[src/rtl/gpio_mask_pkg.sv]
package gpio_mask_pkg;

   // Kind of register a bus address resolves to
   typedef enum logic [1:0] {
      ACC_NONE = 2'd0,
      ACC_DATA = 2'd1,
      ACC_DIR  = 2'd2
   } acc_kind_e;

   // Decoded bus strobes handed to the line slices
   typedef struct packed {
      logic data_wr;
      logic dir_wr;
   } wr_strobe_t;

endpackage : gpio_mask_pkg

[src/rtl/gpio_addr_decode.sv]
module gpio_addr_decode
   import gpio_mask_pkg::*;
#(
   parameter int ADDR_W     = 12,
   parameter int LINES      = 8,
   parameter int DIR_OFFSET = 'h400
) (
   input  logic              bus_sel,
   input  logic              bus_write,
   input  logic [ADDR_W-1:0] bus_addr,
   output acc_kind_e         kind,
   output wr_strobe_t        strobe,
   output logic [LINES-1:0]  lane_mask
);

   localparam int                MASK_LSB = 2;
   localparam int                MASK_MSB = MASK_LSB + LINES - 1;
   localparam logic [ADDR_W-1:0] DIR_ADDR = ADDR_W'(DIR_OFFSET);

   logic in_window;
   logic dir_hit;

   assign in_window = (bus_addr < DIR_ADDR);
   assign dir_hit   = (bus_addr == DIR_ADDR);
   assign lane_mask = bus_addr[MASK_MSB:MASK_LSB];

   always_comb begin
      if (in_window)    kind = ACC_DATA;
      else if (dir_hit) kind = ACC_DIR;
      else              kind = ACC_NONE;
   end

   always_comb begin
      strobe.data_wr = bus_sel && bus_write && (kind == ACC_DATA);
      strobe.dir_wr  = bus_sel && bus_write && (kind == ACC_DIR);
   end

endmodule : gpio_addr_decode

[src/rtl/gpio_sync_chain.sv]
module gpio_sync_chain #(
   parameter int WIDTH  = 8,
   parameter int STAGES = 2
) (
   input  logic             clk,
   input  logic             rst_n,
   input  logic [WIDTH-1:0] d,
   output logic [WIDTH-1:0] q
);

   generate
      if (STAGES == 1) begin : g_single
         logic [WIDTH-1:0] stage_q;
         always_ff @(posedge clk or negedge rst_n) begin
            if (!rst_n) stage_q <= '0;
            else        stage_q <= d;
         end
         assign q = stage_q;
      end else begin : g_chain
         logic [WIDTH-1:0] stage_q [STAGES];
         always_ff @(posedge clk or negedge rst_n) begin
            if (!rst_n) stage_q[0] <= '0;
            else        stage_q[0] <= d;
         end
         for (genvar s = 1; s < STAGES; s++) begin : g_stage
            always_ff @(posedge clk or negedge rst_n) begin
               if (!rst_n) stage_q[s] <= '0;
               else        stage_q[s] <= stage_q[s-1];
            end
         end
         assign q = stage_q[STAGES-1];
      end
   endgenerate

endmodule : gpio_sync_chain

[src/rtl/gpio_line_slice.sv]
module gpio_line_slice
   import gpio_mask_pkg::*;
(
   input  logic       clk,
   input  logic       rst_n,
   input  wr_strobe_t strobe,
   input  logic       lane_sel,
   input  logic       wbit,
   input  logic       pad_sync,
   output logic       dir_q,
   output logic       out_q,
   output logic       rd_bit
);

   // Direction bit: 1 = output
   always_ff @(posedge clk or negedge rst_n) begin
      if (!rst_n)           dir_q <= 1'b0;
      else if (strobe.dir_wr) dir_q <= wbit;
   end

   // Output bit updates only when the lane is selected and already an output
   always_ff @(posedge clk or negedge rst_n) begin
      if (!rst_n)
         out_q <= 1'b0;
      else if (strobe.data_wr && lane_sel && dir_q)
         out_q <= wbit;
   end

   assign rd_bit = dir_q ? out_q : pad_sync;

endmodule : gpio_line_slice

[src/rtl/gpio_mask_port.sv]
module gpio_mask_port
   import gpio_mask_pkg::*;
#(
   parameter int LINES       = 8,
   parameter int BUS_W       = 8,
   parameter int ADDR_W      = 12,
   parameter int DIR_OFFSET  = 'h400,
   parameter int SYNC_STAGES = 2
) (
   input  logic              clk,
   input  logic              rst_n,
   input  logic              bus_sel,
   input  logic              bus_write,
   input  logic [ADDR_W-1:0] bus_addr,
   input  logic [BUS_W-1:0]  bus_wdata,
   output logic [BUS_W-1:0]  bus_rdata,
   input  logic [LINES-1:0]  pad_in,
   output logic [LINES-1:0]  pad_out,
   output logic [LINES-1:0]  pad_oe
);

   localparam int WINDOW_SPAN = 1 << (LINES + 2);

   // Elaboration-time parameter checks
   generate
      if (LINES < 1 || LINES > BUS_W) begin : g_bad_lines
         $error("gpio_mask_port: LINES must be 1..BUS_W");
      end
      if (DIR_OFFSET < WINDOW_SPAN) begin : g_bad_window
         $error("gpio_mask_port: DIR_OFFSET overlaps the mask window");
      end
      if (DIR_OFFSET >= (1 << ADDR_W)) begin : g_bad_addr
         $error("gpio_mask_port: DIR_OFFSET does not fit ADDR_W");
      end
      if (SYNC_STAGES < 1) begin : g_bad_sync
         $error("gpio_mask_port: SYNC_STAGES must be at least 1");
      end
   endgenerate

   acc_kind_e        kind;
   wr_strobe_t       strobe;
   logic [LINES-1:0] lane_mask;
   logic [LINES-1:0] pad_sync;
   logic [LINES-1:0] dir_q;
   logic [LINES-1:0] out_q;
   logic [LINES-1:0] rd_bits;
   logic [LINES-1:0] wlines;

   assign wlines = bus_wdata[LINES-1:0];

   gpio_addr_decode #(
      .ADDR_W     (ADDR_W),
      .LINES      (LINES),
      .DIR_OFFSET (DIR_OFFSET)
   ) i_decode (
      .bus_sel   (bus_sel),
      .bus_write (bus_write),
      .bus_addr  (bus_addr),
      .kind      (kind),
      .strobe    (strobe),
      .lane_mask (lane_mask)
   );

   gpio_sync_chain #(
      .WIDTH  (LINES),
      .STAGES (SYNC_STAGES)
   ) i_sync (
      .clk   (clk),
      .rst_n (rst_n),
      .d     (pad_in),
      .q     (pad_sync)
   );

   generate
      for (genvar n = 0; n < LINES; n++) begin : g_line
         gpio_line_slice i_slice (
            .clk      (clk),
            .rst_n    (rst_n),
            .strobe   (strobe),
            .lane_sel (lane_mask[n]),
            .wbit     (wlines[n]),
            .pad_sync (pad_sync[n]),
            .dir_q    (dir_q[n]),
            .out_q    (out_q[n]),
            .rd_bit   (rd_bits[n])
         );
      end
   endgenerate

   assign pad_out = out_q;
   assign pad_oe  = dir_q;

   // Read return path; unmapped and unselected bits read zero
   always_comb begin
      bus_rdata = '0;
      if (bus_sel && !bus_write) begin
         unique case (kind)
            ACC_DATA: bus_rdata[LINES-1:0] = rd_bits & lane_mask;
            ACC_DIR:  bus_rdata[LINES-1:0] = dir_q;
            default:  bus_rdata = '0;
         endcase
      end
   end

endmodule : gpio_mask_port

[config.mk]
export PLATFORM = sky130hd
export DESIGN_NAME = gpio_mask_port
export DESIGN_NICKNAME = d
export VERILOG_FILES = /design/src/rtl/gpio_mask_pkg.sv /design/src/rtl/gpio_addr_decode.sv /design/src/rtl/gpio_sync_chain.sv /design/src/rtl/gpio_line_slice.sv /design/src/rtl/gpio_mask_port.sv
export SDC_FILE = /design/constraint.sdc
export NUM_CORES = 1
export LEC_CHECK = 0
export BUFFER_PORTS_ARGS = -buffer_cell sky130_fd_sc_hd__buf_2
export CAP_MARGIN = 20
export CORE_MARGIN = 2
export CORE_UTILIZATION = 52
export DETAILED_ROUTE_END_ITERATION = 8
export PLACE_DENSITY = 0.83
export REMOVE_ABC_BUFFERS = 1
export SKIP_LAST_GASP = 1
export SLEW_MARGIN = 20
export SYNTH_ARGS = -nofsm -noshare
export SYNTH_HDL_FRONTEND = slang
export SYNTH_SLANG_ARGS = --single-unit
[constraint.sdc]
create_clock -name clk -period 1.3 [get_ports clk]
set_input_delay 0.065 -clock clk [delete_from_list [all_inputs] [get_ports clk]]
set_output_delay 0.065 -clock clk [all_outputs]
set_load 0.005 [all_outputs]
==> reports/summary.txt <==
Status: finished with violations
Violated checks: setup timing
Drt pass-1 iters: 4
Die width: 57.4 µm
Area Growth Syn to Fin: 41.9%
Initial DRC count: 47
Slowest cell on crit path: dfrtp_1
Layout Cells excl Fill: 221
Most common cell after layout, fill and taps aside: buf_2
Xor/xnor share of the synthesized area: 0
Startpoint Class: flop
Crit path largest cell delay: 0.42 ns
Placed Cells: 188
Vias in the first global route: 1283
Pwr dens: 950 nW/µm²
Initial antenna violation count: 0
Final hold vios: 0
Fin. max-slew vios: 0
Fin worst setup slack: -0.147 ns
CTS sink count: 32
I/O pins: 56
CP Capture Point: bus_rdata[3]
Overall routing resource usage: 0.244
WP data arrival: 1.38 ns
Yosys top cell area share: 0.540
CP Capture Type: output port
Worst skew pair latency: 0.34 ns
Leakage: 0.00106 µW
Area of the multi-input gates: 633 µm²
Synthesized area: 1480 µm²
WL/cell: 17.0 µm
HPWL Detailed: 2.30 mm
Critical path origin: g_line[3].i_slice.dir_q
Core Footprint: 2730 µm²
Starting Density: 0.542
Critical R2R Launch: g_line[0].i_slice.dir_q
Die area: 3290 µm²
Vias per cell: 5.57
Synth area leader: dfrtp_1
Post-synthesis mux area share: 0.182
Post-synthesis adder-cell area fraction: 0
Part of the cycle the worst path needs: 1.11
# port buffers: 55
Grt total ovfl: 0
Min Clock Period, post-route: 1.45 ns
Setup violations, final: 8
HP Class: in2reg
Root buffer cell: clkbuf_4
Largest family of logic cells by synthesized area: multiplexers
Nets: 221
Vias: 1232
Worst VDD drop: 981 µV
DRT antenna net count: 0
Cells on worst reg2reg path: 3
CP Max Fanout: 2
Crit path kind: reg2out
Routed WL: 3.76 mm
Max-Cap Viols: 0
Most frequent cells in the layout: buf_2 (55), dfrtp_1 (32), mux2_2 (17), dlygate4sd3_1 (17), buf_4 (14)
Cell Chain, Critical Path: mux2_4 -> nand3_4 -> a21oi_2 -> buf_2
Register area: 801 µm²
Ratio of cells with drive above 1 in the final layout: 0.595
Avg Cell Area, Syn: 13.0 µm²
Largest net degree at the start of global routing: 33
Post-synthesis register bit count: 32
Bufs on Longest Clock Path: 2
Slew HR: 0.538
FF-to-FF End: g_line[0].i_slice.out_q
Synth cell types: 15
Total CTS buffers: 5
Critical Path RT: 1.24 ns
RSZ-0062 raised after global routing: yes
Fillers: 159
Inserted Diodes: 0
Post-Synth Simple-Gate Area: 0.165
CTS tree: yes
Cells after Synth: 114
Placer Congestion: 0.831
Clock-pin slew on the worst setup and hold paths: 0.11 ns
Yosys warns: 0
Synth Area in Compound Gates: 0.0270
FMAX: 691 MHz
DRC viols: 0
# rows: 19
Final Skew: 0.0158 ns
Synth top area cells: dfrtp_1 (54%), mux2_2 (18%), buf_4 (8.1%)
R2R Setup Slk: 0.20 ns
H-tree depth: 2
Sequential area share after synthesis: 0.540
Die Y: 57.4 µm
Pre-CTS setup slack: 0.000243 ns
Actual slew at the worst max-slew pin: 0.693 ns
First-pass GRT wire length: 5.97 mm
[repair_timing]
action | CTS | global route
hold buffers | 17 | 0
endpoints found under the hold margin | 56 | 0
pin swaps | 5 | 2
gates resized for setup | 14 | 3
gates cloned | 0 | 0
setup endpoints to repair | 8 | 8
buffers inserted | 8 | 0
[synth_stat cells]
master,number
dfrtp_1,32
mux2_2,24
buf_4,16
nand3_1,16
a21oi_1,8
nand4_1,8
nor4_4,2
and2_1,1
buf_1,1
clkbuf_1,1
nand2b_1,1
nand4_4,1
nor2_1,1
nor4b_4,1
nor4bb_1,1
[worst max-delay path, delay by kind of cell, from the launching register on]
family | cells | cell delay, ns
simple gates | 1 | 0.09
buf+inv | 1 | 0.14
compound gates | 1 | 0.06
mux | 1 | 0.33
flops | 1 | 0.42
[power by group]
group	leakage, µW	internal, µW	total (µW)	switching, µW
combinational	0.000608	107	212	104
clock	0.0000412	401	758	357
sequential	0.000410	1020	1030	8.74
[through the flow]
stage           util  setup TNS [ns]  area, µm²  total power [µW]  hold WS, ns
4_1_cts        0.762          -0.735       2080              1990        0.104
5_1_grt        0.769           -1.25       2100              2070        0.120
6_report       0.769          -0.810       2100              2000        0.109
2_1_floorplan      -          -0.341       1360              1090       -0.231
3_3_place_gp   0.627               0       1710              1190        0.138
3_5_place_dp   0.627               0       1710              1200        0.149
[logic make-up after synthesis]
family                 after synthesis
flip-flops                          32
buffers and inverters               18
multiplexers                        24
AND/OR/NAND/NOR                     32
AO/OA/AOI/OAI                        8
[area by class of cell]
cell class | count | share of cell area
well taps | 31 | 0.0184
repair buffers | 86 | 0.262
clock buffers | 5 | 0.0178
multi-input cells | 64 | 0.301
flip-flops and latches | 32 | 0.381
clock inverters | 3 | 0.0202
[flip-flops by register name (all words and copies together) (netlist names)]
name,count
i_sync.g_chain.stage_q,8
g_line.i_slice.out_q,8
i_sync.q,8
g_line.i_slice.dir_q,8
[routing by layer]
metal	wire [µm]	GRT usage	part of all wire
met3	281	0.0748	0.075
met5	0	0	0
met4	82	0.150	0.022
met2	1930	0.396	0.51
met1	1460	0.282	0.39
[how the worst min path moves through the flow]
stage	startpoint	to	slack [ns]	cells past startpoint
after floorplan	rst_n	g_line[0].i_slice.dir_q	-0.23	0
after global placement	rst_n	i_sync.q[7]	0.14	1
after detailed placement	rst_n	i_sync.g_chain.stage_q[15]	0.15	1
after CTS	bus_addr[9]	g_line[7].i_slice.out_q	0.10	3
after global routing	bus_addr[6]	g_line[4].i_slice.out_q	0.12	3
final	bus_addr[9]	g_line[7].i_slice.out_q	0.11	3
Note: power is estimated with default switching activity, not from simulation.
